[src/rtl/tmon_pkg.sv]
package tmon_pkg;
    localparam int NUM_CH     = 3;
    localparam int DATA_W     = 32;
    localparam int CODE_W     = 9;
    localparam int THR_W      = 8;
    localparam int MODE_W     = 4;
    localparam int PER_W      = 4;

    localparam logic [MODE_W-1:0] MODE_TEMP = 4'h5;

    // bit positions that software relies on
    localparam int LOOP_BIT   = 24;
    localparam int THR_LSB    = 16;
    localparam int CH_EN_BIT  = 0;
    localparam int IRQ_STRIDE = 4;
    localparam int IEN_OFS    = 0;
    localparam int STAT_OFS   = 1;
    localparam int CLR_OFS    = 2;

    // word indices (byte offset / 4)
    localparam int W_RUN   = 0;
    localparam int W_MODE  = 1;
    localparam int W_RPT   = 2;
    localparam int W_RES   = 3;
    localparam int W_ALERT = 4;
    localparam int W_INT   = 8;

    typedef struct packed {
        logic              en;
        logic [THR_W-1:0]  thr;
    } alert_cfg_t;

    typedef enum logic [2:0] {
        SEL_NONE, SEL_RUN, SEL_MODE, SEL_RPT, SEL_RES, SEL_ALERT, SEL_INT
    } reg_sel_e;

    function automatic reg_sel_e decode_word(input int unsigned word, input logic misaligned);
        reg_sel_e s;
        s = SEL_NONE;
        if (!misaligned) begin
            if (word == W_RUN)       s = SEL_RUN;
            else if (word == W_MODE) s = SEL_MODE;
            else if (word == W_RPT)  s = SEL_RPT;
            else if (word == W_RES)  s = SEL_RES;
            else if (word == W_INT)  s = SEL_INT;
            else if (word >= W_ALERT && word < W_ALERT + NUM_CH) s = SEL_ALERT;
        end
        return s;
    endfunction

    // unsigned threshold against signed reading
    function automatic logic reaches_threshold(input logic [THR_W-1:0] thr,
                                               input logic [CODE_W-1:0] code);
        logic signed [CODE_W:0] r;
        logic signed [CODE_W:0] t;
        r = $signed({code[CODE_W-1], code});
        t = $signed({{(CODE_W-THR_W+1){1'b0}}, thr});
        return r >= t;
    endfunction
endpackage

[src/rtl/tmon_seq.sv]
module tmon_seq
    import tmon_pkg::*;
#(
    parameter int SETTLE_CYC  = 35000,
    parameter int RESTART_CYC = 50000
) (
    input  logic clk,
    input  logic rst,
    input  logic run_wr,
    input  logic run_wval,
    input  logic mode_ok,
    output logic run_q,
    output logic accept_en
);
    localparam int MAX_CYC = (SETTLE_CYC > RESTART_CYC) ? SETTLE_CYC : RESTART_CYC;
    localparam int CNT_W   = $clog2(MAX_CYC + 1) + 1;
    localparam logic [CNT_W-1:0] SETTLE_V  = CNT_W'(SETTLE_CYC);
    localparam logic [CNT_W-1:0] RESTART_V = CNT_W'(RESTART_CYC);

    logic [CNT_W-1:0] settle_q;
    logic [CNT_W-1:0] hold_q;

    always_ff @(posedge clk) begin
        if (rst) begin
            run_q    <= 1'b0;
            settle_q <= '0;
            hold_q   <= '0;
        end else begin
            if (settle_q != '0) settle_q <= settle_q - 1'b1;
            if (hold_q != '0)   hold_q   <= hold_q - 1'b1;
            if (run_wr) begin
                if (run_wval && !run_q && hold_q == '0) begin
                    run_q    <= 1'b1;
                    settle_q <= SETTLE_V;
                end else if (!run_wval && run_q) begin
                    run_q    <= 1'b0;
                    settle_q <= '0;
                    hold_q   <= RESTART_V;
                end
            end
        end
    end

    assign accept_en = run_q && mode_ok && (settle_q == '0);

    AST_START_LOADS_SETTLE: assert property (@(posedge clk) disable iff (rst)
        $rose(run_q) |-> settle_q == SETTLE_V);
    AST_HOLDOFF_BLOCKS_RUN: assert property (@(posedge clk) disable iff (rst)
        (hold_q != '0 && !run_q) |=> !run_q);
endmodule

[src/rtl/tmon_regfile.sv]
module tmon_regfile
    import tmon_pkg::*;
#(
    parameter int ADDR_W = 8
) (
    input  logic                    clk,
    input  logic                    rst,
    input  logic                    wr,
    input  reg_sel_e                sel,
    input  logic [ADDR_W-1:0]       addr,
    input  logic [DATA_W-1:0]       wdata,
    output logic [MODE_W-1:0]       mode,
    output logic                    rpt_loop,
    output logic [PER_W-1:0]        rpt_period,
    output alert_cfg_t [NUM_CH-1:0] cfg,
    output logic [NUM_CH-1:0]       ien,
    output logic [NUM_CH-1:0]       clr,
    output logic                    run_wr,
    output logic                    run_wval
);
    localparam int WORD_W = ADDR_W - 2;

    logic [WORD_W-1:0] word;
    assign word = addr[ADDR_W-1:2];

    assign run_wr   = wr && (sel == SEL_RUN);
    assign run_wval = wdata[0];

    always_ff @(posedge clk) begin
        if (rst) begin
            mode       <= '0;
            rpt_loop   <= 1'b0;
            rpt_period <= '0;
        end else if (wr) begin
            if (sel == SEL_MODE) mode <= wdata[MODE_W-1:0];
            if (sel == SEL_RPT) begin
                rpt_loop   <= wdata[LOOP_BIT];
                rpt_period <= wdata[PER_W-1:0];
            end
        end
    end

    for (genvar n = 0; n < NUM_CH; n++) begin : g_ch
        localparam logic [WORD_W-1:0] MY_WORD = WORD_W'(W_ALERT + n);
        always_ff @(posedge clk) begin
            if (rst) begin
                cfg[n] <= '0;
                ien[n] <= 1'b0;
            end else if (wr) begin
                if (sel == SEL_ALERT && word == MY_WORD) begin
                    cfg[n].en  <= wdata[CH_EN_BIT];
                    cfg[n].thr <= wdata[THR_LSB +: THR_W];
                end
                if (sel == SEL_INT) ien[n] <= wdata[IRQ_STRIDE*n + IEN_OFS];
            end
        end
        assign clr[n] = wr && (sel == SEL_INT) && wdata[IRQ_STRIDE*n + CLR_OFS];
    end

    AST_MODE_ONLY_ON_WRITE: assert property (@(posedge clk) disable iff (rst)
        !wr |=> $stable(mode));
endmodule

[src/rtl/tmon_alert_chan.sv]
module tmon_alert_chan
    import tmon_pkg::*;
(
    input  logic              clk,
    input  logic              rst,
    input  logic              sample_ok,
    input  logic [CODE_W-1:0] code,
    input  alert_cfg_t        cfg,
    input  logic              clr,
    output logic              status
);
    logic hit;
    assign hit = sample_ok && cfg.en && reaches_threshold(cfg.thr, code);

    always_ff @(posedge clk) begin
        if (rst)      status <= 1'b0;
        else if (hit) status <= 1'b1;   // a trip outranks a clear
        else if (clr) status <= 1'b0;
    end

    AST_STATUS_NEEDS_TRIP: assert property (@(posedge clk) disable iff (rst)
        (!status && (!sample_ok || !cfg.en)) |=> !status);
    AST_CLEAR_DROPS_STATUS: assert property (@(posedge clk) disable iff (rst)
        (status && clr && !sample_ok) |=> !status);
endmodule

[src/rtl/tmon_alert_top.sv]
module tmon_alert_top
    import tmon_pkg::*;
#(
    parameter int ADDR_W      = 8,
    parameter int SETTLE_CYC  = 35000,
    parameter int RESTART_CYC = 50000
) (
    input  logic              clk,
    input  logic              rst,
    input  logic              bus_wr,
    input  logic [ADDR_W-1:0] bus_addr,
    input  logic [31:0]       bus_wdata,
    output logic [31:0]       bus_rdata,
    input  logic              smp_valid,
    input  logic [8:0]        smp_code,
    output logic              irq
);
    reg_sel_e                sel;
    logic [MODE_W-1:0]       mode;
    logic                    rpt_loop;
    logic [PER_W-1:0]        rpt_period;
    alert_cfg_t [NUM_CH-1:0] cfg;
    logic [NUM_CH-1:0]       ien;
    logic [NUM_CH-1:0]       clr;
    logic [NUM_CH-1:0]       status;
    logic                    run_wr;
    logic                    run_wval;
    logic                    run_q;
    logic                    accept_en;
    logic                    sample_ok;
    logic [CODE_W-1:0]       result_q;

    assign sel = decode_word(int'(bus_addr[ADDR_W-1:2]), bus_addr[1:0] != 2'b00);

    tmon_regfile #(.ADDR_W(ADDR_W)) u_regs (
        .clk(clk), .rst(rst), .wr(bus_wr), .sel(sel), .addr(bus_addr),
        .wdata(bus_wdata), .mode(mode), .rpt_loop(rpt_loop),
        .rpt_period(rpt_period), .cfg(cfg), .ien(ien), .clr(clr),
        .run_wr(run_wr), .run_wval(run_wval)
    );

    tmon_seq #(.SETTLE_CYC(SETTLE_CYC), .RESTART_CYC(RESTART_CYC)) u_seq (
        .clk(clk), .rst(rst), .run_wr(run_wr), .run_wval(run_wval),
        .mode_ok(mode == MODE_TEMP), .run_q(run_q), .accept_en(accept_en)
    );

    assign sample_ok = smp_valid && accept_en;

    always_ff @(posedge clk) begin
        if (rst)            result_q <= '0;
        else if (sample_ok) result_q <= smp_code;
    end

    for (genvar n = 0; n < NUM_CH; n++) begin : g_alert
        tmon_alert_chan u_chan (
            .clk(clk), .rst(rst), .sample_ok(sample_ok), .code(smp_code),
            .cfg(cfg[n]), .clr(clr[n]), .status(status[n])
        );
    end

    assign irq = |(status & ien);

    always_comb begin
        bus_rdata = '0;
        unique case (sel)
            SEL_RUN:  bus_rdata[0] = run_q;
            SEL_MODE: bus_rdata[MODE_W-1:0] = mode;
            SEL_RPT: begin
                bus_rdata[LOOP_BIT]  = rpt_loop;
                bus_rdata[PER_W-1:0] = rpt_period;
            end
            SEL_RES:  bus_rdata[CODE_W-1:0] = result_q;
            SEL_ALERT: begin
                for (int n = 0; n < NUM_CH; n++) begin
                    if (int'(bus_addr[ADDR_W-1:2]) == W_ALERT + n) begin
                        bus_rdata[CH_EN_BIT]          = cfg[n].en;
                        bus_rdata[THR_LSB +: THR_W]   = cfg[n].thr;
                    end
                end
            end
            SEL_INT: begin
                for (int n = 0; n < NUM_CH; n++) begin
                    bus_rdata[IRQ_STRIDE*n + IEN_OFS]  = ien[n];
                    bus_rdata[IRQ_STRIDE*n + STAT_OFS] = status[n];
                end
            end
            default: bus_rdata = '0;
        endcase
    end

    AST_RESULT_HELD: assert property (@(posedge clk) disable iff (rst)
        !sample_ok |=> $stable(result_q));
    AST_IRQ_STICKY: assert property (@(posedge clk) disable iff (rst)
        (irq && !bus_wr) |=> irq);
endmodule

[config.mk]
export PLATFORM = sky130hd
export DESIGN_NAME = tmon_alert_top
export DESIGN_NICKNAME = d
export VERILOG_FILES = /design/src/rtl/tmon_pkg.sv /design/src/rtl/tmon_seq.sv /design/src/rtl/tmon_regfile.sv /design/src/rtl/tmon_alert_chan.sv /design/src/rtl/tmon_alert_top.sv
export SDC_FILE = /design/constraint.sdc
export NUM_CORES = 1
export LEC_CHECK = 0
export ABC_CLOCK_PERIOD_IN_PS = 3000
export BUFFER_PORTS_ARGS = -buffer_cell sky130_fd_sc_hd__buf_4
export CORE_MARGIN = 2
export CORE_UTILIZATION = 40
export DETAILED_ROUTE_END_ITERATION = 6
export PLACE_DENSITY = 0.64
export REMOVE_ABC_BUFFERS = 1
export SLEW_MARGIN = 25
export SYNTH_ARGS = -nofsm -noshare
export SYNTH_HDL_FRONTEND = slang
export SYNTH_SLANG_ARGS = --single-unit
[constraint.sdc]
create_clock -name clk -period 3 [get_ports clk]
set_input_delay 0.15 -clock clk [delete_from_list [all_inputs] [get_ports clk]]
set_output_delay 0.15 -clock clk [all_outputs]
set_load 0.03 [all_outputs]
Yosys cells after proc, flatten, opt, wreduce, memory -nomap -nowiden --
Index checks and enable logic that the tools add are counted.
Word-level totals: register bits 86, input port bits 53
Operators by class: $add $sub $neg 2, order comparisons 5, equal/unequal tests 17, multiplexer cells 38, bitwise gates (word level) 1, reduce and logical (&&, ||, !) cells 41
Operator list (count):
- two-way mux 17 bit | 8
- zero test 17 bit | 2
- nonzero test 17 bit | 2
- subtractor 17 x 1 -> 17 bit, second input constant | 2
- two-way mux 8 bit | 4
- >= comparator 9 bit | 3
- == test 6 x 4 -> 1 bit, second input constant | 4
- logical AND 1 bit | 21
- two-way mux 3 bit | 7
- == test 6 x 3 -> 1 bit, second input constant | 3
- AND reduction 2 bit | 7
- two-way mux 1 bit | 13
- == test 6 x 2 -> 1 bit, second input constant | 2
- nonzero test 2 bit | 5
- == test 3 bit, second input constant | 3
- == test 3 x 2 -> 1 bit, second input constant | 2
- == test 6 x 1 -> 1 bit, second input constant | 1
- >= comparator 6 x 3 -> 1 bit, second input constant | 1
- zero test 6 bit | 1
- less-than comparator 6 x 3 -> 1 bit, second input constant | 1
- one-hot mux 1 bit (6 select lines) | 1
- one-hot mux 2 bit (3 select lines) | 1
- == test 4 x 3 -> 1 bit, second input constant | 1
- one-hot mux 1 bit (4 select lines) | 1
- 7 further kinds | 8

Depth between registers and ports, before layout --
Gate-level depths: netlist (run 1).
word-level depth 14, depth in mapped cells 9, mapped depth without buffers 7

By module --
A second synthesis (run 1) with hierarchy kept.
Second synthesis, totals: cells, all modules 637, area, all modules 5365.1 um^2
Modules (own cells, without submodules):
- tmon_seq | times used 1, cells an instance 220, area each 1870.5 um^2, seq. area each 700.7 um^2
- tmon_regfile | times used 1, cells an instance 156, area each 1617.8 um^2, seq. area each 780.7 um^2
- tmon_alert_top | times used 1, cells an instance 159, area each 1137.3 um^2, seq. area each 180.2 um^2
- tmon_alert_chan | times used 3, cells an instance 34, area each 246.5 um^2, seq. area each 20.0 um^2

Worst setup path after synthesis (run 1) --
Ideal clock, no wire load.
kind flip-flop to flip-flop, start point register u_seq.settle_q[15], end point register result_q[0], library setup time 0.128 ns, arrival time 2.026 ns, data required time 2.872 ns, path slack 0.846 ns, stages on the path, launching flop included 8, buffers on the path 2, period minus slack after synthesis 2.154 ns, path through dfxtp_1 or4_4 or4_4 buf_6 nor3_2 buf_4 mux2i_1 nor2_1
Between the ends: cells in the longest elaborated chain, start to end 3
RTL lines:
- start, declared | RTL line tmon_seq.sv:20 | logic [CNT_W-1:0] settle_q;
- start signal, assigned | RTL line tmon_seq.sv:29 | if (settle_q != '0) settle_q <= settle_q - 1'b1;
- zero test 17 bit | RTL line tmon_seq.sv:44 | assign accept_en = run_q && mode_ok && (settle_q == '0);
- logical AND 1 bit | RTL line tmon_seq.sv:44
- logical AND 1 bit | RTL line tmon_alert_top.sv:47 | assign sample_ok = smp_valid && accept_en;
- end signal, assigned | RTL line tmon_alert_top.sv:51 | else if (sample_ok) result_q <= smp_code;
- end, declared | RTL line tmon_alert_top.sv:31 | logic [CODE_W-1:0] result_q;
No other way between the ends. A chain may end at the register's enable or synchronous reset.

Final worst setup path (run 1) --
start point register u_seq.settle_q[15], end point register result_q[1]
Same word-level chain as after synthesis.

==> flow_metrics.py, run 1 <==
metrics = {
    "outcome": {
        "status": "completed",
    },
    "yosys": {
        "synthMuxAreaShare": 0.1347,
        "synth_edf_count": 0,
        "async_flop_share": 0,
        "synthXorXnorAreaFrac": 0.03648,
        "synth_area_sq_um": 4802,
        "ys_warn_count": 0,
        "synth_ff_type": "dfxtp_1",
        "ys_ff_latch": 86,
        "synth-simple-area-share": 0.2288,
        "synth.distinct_cells": 53,
        "synthCells": 556,
        "synth-compound-area-share": 0.1040,
        "ys_seq_area_frac": 0.3585,
        "synth_top_family_by_area": "simple AND/OR/NAND/NOR gates",
        "synthAdderAreaFrac": 0.06774,
        "syn_avg_cell_area_sq_um": 8.637,
    },
    "power": {
        "peakVddDrop_mv": 0.3225,
        "power_density_nw_per_um2": 769.0,
        "p_leak_nw": 2.298,
    },
    "global_routing": {
        "grt_pass1_vias": 3938,
        "antenna_found_initial": 0,
        "grt_usage": 0.1874,
        "overflow": 0,
        "grt_start_max_net_pins": 64,
        "grt_first_pass_wirelength_um": 19200,
    },
    "sta": {
        "fmax_ghz": 0.4381,
        "finalClockSkew_ns": 0.008593,
        "grt_setup_unrepaired": "no",
        "slew_headroom": 0.4090,
        "setup_viol_count_final": 0,
        "hold_violations": 0,
        "finalSetupTns_ns": 0,
        "worst_pin_slew_ns": 0.8792,
        "layout_worst_path_cycle_share": 0.7608,
        "period_minus_slack_ns": 2.283,
        "slew_violations": 0,
    },
    "clocking": {
        "cts_resized": 0,
        "cts_tree": "built",
        "cts_buffers": 9,
        "root_buffer": "clkbuf_16",
        "clkLatencyLatePin_ns": 0.34,
        "path_clk_slew_ns": 0.06,
        "clkSinkCount": 86,
        "clockBufferDepth": 2,
        "htree_levels": 3,
        "post_cts_buffers": 0,
        "ctsHoldBuffers": 0,
    },
    "finish": {
        "area_growth_pct": 16.96,
        "final_common_cell": "nor2_1",
        "design_area_sq_um": 5617,
        "layout_common_cells": "nor2_1 (102), dfxtp_1 (86), buf_4 (65)",
        "final_nets": 686,
        "drive_gt1_frac": 0.1552,
        "antenna_cells": 0,
    },
    "setup_path": {
        "cp.required_ns": 3.21,
        "critPathMaxFanout": 9,
        "critical_path_arrival_ns": 2.49,
        "path_class": "flip-flop to flip-flop",
        "start_kind": "flip-flop",
        "end_kind": "flip-flop",
    },
    "drt": {
        "post_drt_wl_per_cell_um": 15.51,
        "antenna_left": 0,
        "routed_wl_um": 11770,
        "vias_per_cell": 5.382,
        "vias": 4085,
        "drc": 0,
        "drt_iter0_drc": 179,
        "first_pass_iters": 5,
    },
    "placement": {
        "port_buffers": 57,
        "post-dp-hpwl_um": 8554,
        "gp_congestion": 0.8580,
        "dpl_cell_area_sq_um": 5300,
    },
    "floorplanning": {
        "die_y_um": 113.6,
        "placementRows": 40,
        "start_util": 0.4049,
        "coreArea_sq_um": 11860,
        "die_area_sq_um": 12900,
        "top_level_ports": 86,
        "die_w_um": 113.6,
    },
    "worst_hold_path": {
        "hold_path_class": "primary input to flip-flop",
    },
    "job": {
        "max_cap_violations": 0,
    },
}
## worst max-delay path, cell delays in order, from the launching register on
cell and delay [ns]:
dfxtp_1 0.33, or4_4 0.56, or4_4 0.58, nor3_2 0.17, buf_4 0.23, mux2i_1 0.23, nor2_1 0.05
## where the power goes
group / internal (mW) / leakage [nW] / switching, mW / total, mW
logic: 0.692 / 1.44 / 0.915 / 1.61
clock network: 0.750 / 0.157 / 0.446 / 1.20
registers: 1.33 / 0.698 / 0.184 / 1.52
## registers in the layout, indices dropped and copies added (netlist names), 3 cells and up
name                   cells
u_seq.hold_q              17
u_regs.rpt_period          4
u_regs.mode                4
g_alert.u_chan.status      3
u_seq.settle_q            17
u_regs.ien                 3
u_regs.cfg                27
result_q                   9
## path summary, 6_finish.rpt
path,cells after the start,slack (ns),end,startpoint
setup / recovery,6,0.72,result_q[1],u_seq.settle_q[15]
hold / removal,3,0.05,u_regs.rpt_loop,bus_wdata[24]
setup reg to reg,6,0.72,result_q[1],u_seq.settle_q[15]
hold reg to reg,2,0.45,u_seq.hold_q[16],u_seq.hold_q[16]
## cell usage after synthesis, drive strengths merged (2+ instances only)
| master | instances | area [sq um] |
|---|---|---|
| a211oi | 9 | 67.56 |
| a21oi | 31 | 155.2 |
| a22o | 3 | 26.28 |
| a22oi | 3 | 22.52 |
| a31oi | 7 | 43.79 |
| and2 | 3 | 18.77 |
| and3 | 4 | 25.02 |
| and4b | 2 | 20.02 |
| buf | 24 | 170.2 |
| clkbuf | 13 | 48.80 |
| dfxtp | 86 | 1722 |
| ha | 26 | 325.3 |
| inv | 30 | 112.6 |
| mux2 | 3 | 33.78 |
| mux2i | 59 | 590.6 |
| nand2 | 16 | 60.06 |
| nand2b | 6 | 37.54 |
| nand3 | 16 | 80.08 |
| nand3b | 2 | 15.01 |
| nand4b | 4 | 35.03 |
| nor2 | 104 | 405.4 |
| nor2b | 9 | 56.30 |
| nor3 | 16 | 95.09 |
| nor4 | 7 | 50.05 |
| nor4b | 3 | 41.29 |
| o2111ai | 3 | 26.28 |
| o21a | 4 | 30.03 |
| o21ai | 13 | 65.06 |
| o22ai | 3 | 18.77 |
| or3 | 7 | 43.79 |
| or3b | 2 | 17.52 |
| or4 | 8 | 75.07 |
| xnor2 | 11 | 96.34 |
| xor2 | 9 | 78.83 |
## cells by family (layout without fill, tap and decap cells)
| group | count (synthesis) | after routing |
|---|---|---|
| AO/OA/AOI/OAI | 81 | 81 |
| buffers and inverters | 67 | 111 |
| flip-flops | 86 | 86 |
| XOR/XNOR | 20 | 20 |
| adder cells (fa/ha/maj) | 26 | 26 |
| multiplexers | 63 | 63 |
| other | 1 | 13 |
| AND/OR/NAND/NOR | 212 | 212 |
## metrics by stage
stage          instances  hold slack, ns  utilization  power (mW)  setup WS, ns
6_report             759         0.04695       0.4735       4.319        0.7175
5_1_grt              759         0.06003       0.4735       4.603        0.5958
4_1_cts              759         0.04216       0.4735       4.342        0.7234
3_5_place_dp         743          0.4025       0.4468       3.134        0.5311
3_3_place_gp         743          0.3803       0.4468       3.076        0.5866
2_1_floorplan        531          0.2191            -       2.694        0.4122
## metal layers
layer / global-route usage / vias to the layer above / wire length [um]
met5: 0 / - / 0
met1: 0.2281 / 1947 / 5109
met3: 0.02976 / 21 / 543
met4: 0.08049 / 0 / 282
li1: - / 2022 / -
met2: 0.3281 / 95 / 5837
## area by class of cell
| type | count | area, sq um |
|---|---|---|
| Tap cell | 147 | 183.9 |
| Inverter | 30 | 112.6 |
| Sequential cell | 86 | 1722 |
| Timing Repair Buffer | 65 | 488.0 |
| Fill cell | 1146 | 6245 |
| Clock buffer | 12 | 246.5 |
| Multi-Input combinational cell | 415 | 2794 |
| Clock inverter | 4 | 70.07 |
Note: power is estimated with default switching activity, not from simulation.
==> run 2, diff against run 1 <==
--- a/config.mk
+++ b/config.mk
@@ -5,12 +5,13 @@
 export SDC_FILE = /design/constraint.sdc
 export NUM_CORES = 1
 export LEC_CHECK = 0
-export ABC_CLOCK_PERIOD_IN_PS = 3000
+export ABC_AREA = 1
+export ABC_CLOCK_PERIOD_IN_PS = 2310
 export BUFFER_PORTS_ARGS = -buffer_cell sky130_fd_sc_hd__buf_4
 export CORE_MARGIN = 2
 export CORE_UTILIZATION = 40
 export DETAILED_ROUTE_END_ITERATION = 6
-export PLACE_DENSITY = 0.64
+export PLACE_DENSITY = 0.63
 export REMOVE_ABC_BUFFERS = 1
 export SLEW_MARGIN = 25
 export SYNTH_ARGS = -nofsm -noshare
==> constraint.sdc (replaced) <==
create_clock -name clk -period 2.31 [get_ports clk]
set_input_delay 0.1155 -clock clk [delete_from_list [all_inputs] [get_ports clk]]
set_output_delay 0.1155 -clock clk [all_outputs]
set_load 0.03 [all_outputs]
==> flow_metrics.py, run 2 <==
metrics = {
    "outcome": {
        "status": "completed",
    },
    "drt": {
        "vias_per_cell": 4.881,
        "drt_iter0_drc": 333,
        "drc": 0,
        "first_pass_iters": 5,
        "post_drt_wl_per_cell_um": 12.70,
        "antenna_left": 0,
        "vias": 5545,
        "routed_wl_um": 14430,
    },
    "finish": {
        "layout.cells.non_filler": 1136,
        "final_common_cell": "nand2_1",
        "drive_gt1_frac": 0.1349,
        "final_nets": 1032,
        "post-route-util": 0.4685,
        "design_area_sq_um": 6529,
        "largest_reg_flops": 27,
        "antenna_cells": 0,
        "n_fill_cell": 1463,
        "biggestRegsByFlops": "u_regs.cfg: 27 flops, u_seq.hold_q: 17 flops, u_seq.settle_q: 17 flops",
        "largest_register": "u_regs.cfg",
        "layout_common_cells": "nand2_1 (204), nor2_1 (169), inv_1 (119)",
        "area_growth_pct": 13.68,
    },
    "clocking": {
        "htree_levels": 3,
        "cts_tree": "built",
        "clkLatencyLatePin_ns": 0.35,
        "clockBufferDepth": 2,
        "post_cts_buffers": 0,
        "root_buffer": "clkbuf_16",
        "clkSinkCount": 86,
        "ctsHoldBuffers": 0,
        "cts_resized": 0,
        "path_clk_slew_ns": 0.07,
        "cts_buffers": 9,
    },
    "setup_path": {
        "cp.required_ns": 2.55,
        "end_kind": "flip-flop",
        "crit_path_frequent_cell": "inv_1",
        "critical_path_arrival_ns": 2.28,
        "path_class": "flip-flop to flip-flop",
        "slowest_delay_ns": 0.31,
        "path_cells": "inv_1 > ha_1 > nand2_2 > nor2_4 > nand3_2 > nor2_2 > inv_1 > o21ai_0 > nor2_1",
        "cp_slowest_cell": "dfxtp_1",
        "crit_family": "simple AND/OR/NAND/NOR gates",
        "critPathMaxFanout": 15,
        "start_kind": "flip-flop",
        "worst-path-buf-inv": 2,
    },
    "yosys": {
        "synth_area_sq_um": 5743,
        "synthCells": 899,
        "synth_edf_count": 0,
        "syn_avg_cell_area_sq_um": 6.388,
        "synth_most_common_cell": "nand2_1",
        "async_flop_share": 0,
        "synth.distinct_cells": 40,
        "ys_seq_area_frac": 0.2998,
        "ys_warn_count": 0,
        "yosys.area.top_type_share": 0.2998,
        "yosys-top-cells-count": "nand2_1 (204), nor2_1 (169), inv_1 (119), dfxtp_1 (86), nand3_1 (66)",
        "synth_ff_type": "dfxtp_1",
        "ys_ff_latch": 86,
        "yosys.area.top_type": "dfxtp_1",
        "synth_area_leaders": "dfxtp_1 (30%), nand2_1 (13%), nor2_1 (11%), inv_1 (7.8%), nand3_1 (5.8%)",
    },
    "power": {
        "power_frac_comb": 0.454,
        "p_clk_frac": 0.229,
        "p_leak_nw": 2.970,
        "netSwitchingPower_mw": 2.477,
        "switching_share": 0.4152,
        "power_density_nw_per_um2": 913.7,
        "p_total_mw": 5.965,
        "p_seq_frac": 0.318,
        "peakVddDrop_mv": 0.3962,
        "p_int_mw": 3.489,
    },
    "placement": {
        "port_buffers": 57,
        "dp_cells": 1122,
        "post-dp-hpwl_um": 10570,
        "gp_congestion": 0.8391,
        "pre_cts_slack_ns": 0.2796,
        "dpl_cell_area_sq_um": 6265,
    },
    "sta": {
        "worst_pin_slew_ns": 0.5315,
        "finalClockSkew_ns": 0.008293,
        "grt_setup_unrepaired": "no",
        "slew_headroom": 0.6453,
        "period_minus_slack_ns": 2.038,
        "hold_ws_ns": 0.01896,
        "slew_violations": 0,
        "hold_violations": 0,
        "finalSetupTns_ns": 0,
        "setup_slack_ns": 0.2716,
        "layout_worst_path_cycle_share": 0.8824,
        "fmax_ghz": 0.4906,
        "setup_viol_count_final": 0,
    },
    "global_routing": {
        "antenna_found_initial": 0,
        "overflow": 0,
        "grt_start_max_net_pins": 47,
        "grt_pass1_vias": 5082,
        "grt_usage": 0.1982,
        "grt_first_pass_wirelength_um": 24060,
    },
    "floorplanning": {
        "top_level_ports": 86,
        "placementRows": 43,
        "coreArea_sq_um": 13930,
        "die_w_um": 123.8,
        "start_util": 0.4121,
        "die_area_sq_um": 15330,
        "die_y_um": 123.8,
    },
    "worst_hold_path": {
        "hold_path_class": "primary input to flip-flop",
    },
    "job": {
        "max_cap_violations": 0,
    },
}
[run 2: changes by cell type after synthesis, sizes merged, moves of 13 or more]
cell / previous run / this run
nand2: 16 / 214
inv: 30 / 120
nor2: 104 / 183
mux2i: 59 / 0
nand3: 16 / 73
a21oi: 31 / 56
o21ai: 13 / 30
nand4: 1 / 14
[run 2: path summary, 6_finish.rpt]
| check | cells after the start | start | to | slack [ns] |
|---|---|---|---|---|
| setup / recovery | 9 | u_seq.settle_q[0] | result_q[3] | 0.27 |
| hold / removal | 3 | bus_wdata[2] | u_regs.mode[2] | 0.02 |
| setup reg to reg | 9 | u_seq.settle_q[0] | result_q[3] | 0.27 |
| hold reg to reg | 2 | result_q[6] | result_q[6] | 0.45 |
[run 2: cells by family (layout without fill, tap and decap cells)]
group                    count (synthesis)  count (layout)  synth area share
AO/OA/AOI/OAI                          112             112            0.1113
XOR/XNOR                                 9               9           0.01373
buffers and inverters                  157             202            0.1224
adder cells (fa/ha/maj)                 26              26           0.05664
other                                    1              13         0.0006530
flip-flops                              86              86            0.2998
AND/OR/NAND/NOR                        508             508            0.3954
[run 2: worst register-to-register path, stage by stage (launching register included)]
cell and delay [ns]:
dfxtp_1 0.31, inv_1 0.16, ha_1 0.30, nand2_2 0.14, nor2_4 0.18, nand3_2 0.11, nor2_2 0.17, inv_1 0.22
o21ai_0 0.26, nor2_1 0.07
[run 2: final cells by class]
type / instances / area (sq um) / area share
well taps: 180 / 225.2 / 0.03450
repair buffers: 66 / 495.5 / 0.07589
multi-input cells: 668 / 3363 / 0.5151
flip-flops and latches: 86 / 1722 / 0.2637
inverters: 122 / 459.2 / 0.07033
clock inverters: 4 / 25.02 / 0.003833
clock buffers: 10 / 239.0 / 0.03660
[run 2: layer usage]
layer / vias to the layer above / part of all wire / wire length (um) / GRT usage
li1: 2940 / - / - / -
met1: 2479 / 0.50 / 7270 / 0.2740
met2: 116 / 0.43 / 6234 / 0.3149
met3: 10 / 0.053 / 766 / 0.04716
met4: 0 / 0.011 / 154 / 0.03977
met5: - / 0 / 0 / 0
[run 2: power groups by stage]
stage	Clock, mW	Sequential (mW)	Combinational (mW)
final	1.36	1.90	2.71
after global routing	1.43	1.93	3.11
after CTS	1.39	1.89	2.71
after detailed placement	0	1.92	2.69
after global placement	0	1.92	2.66
after floorplan	0	1.87	2.17
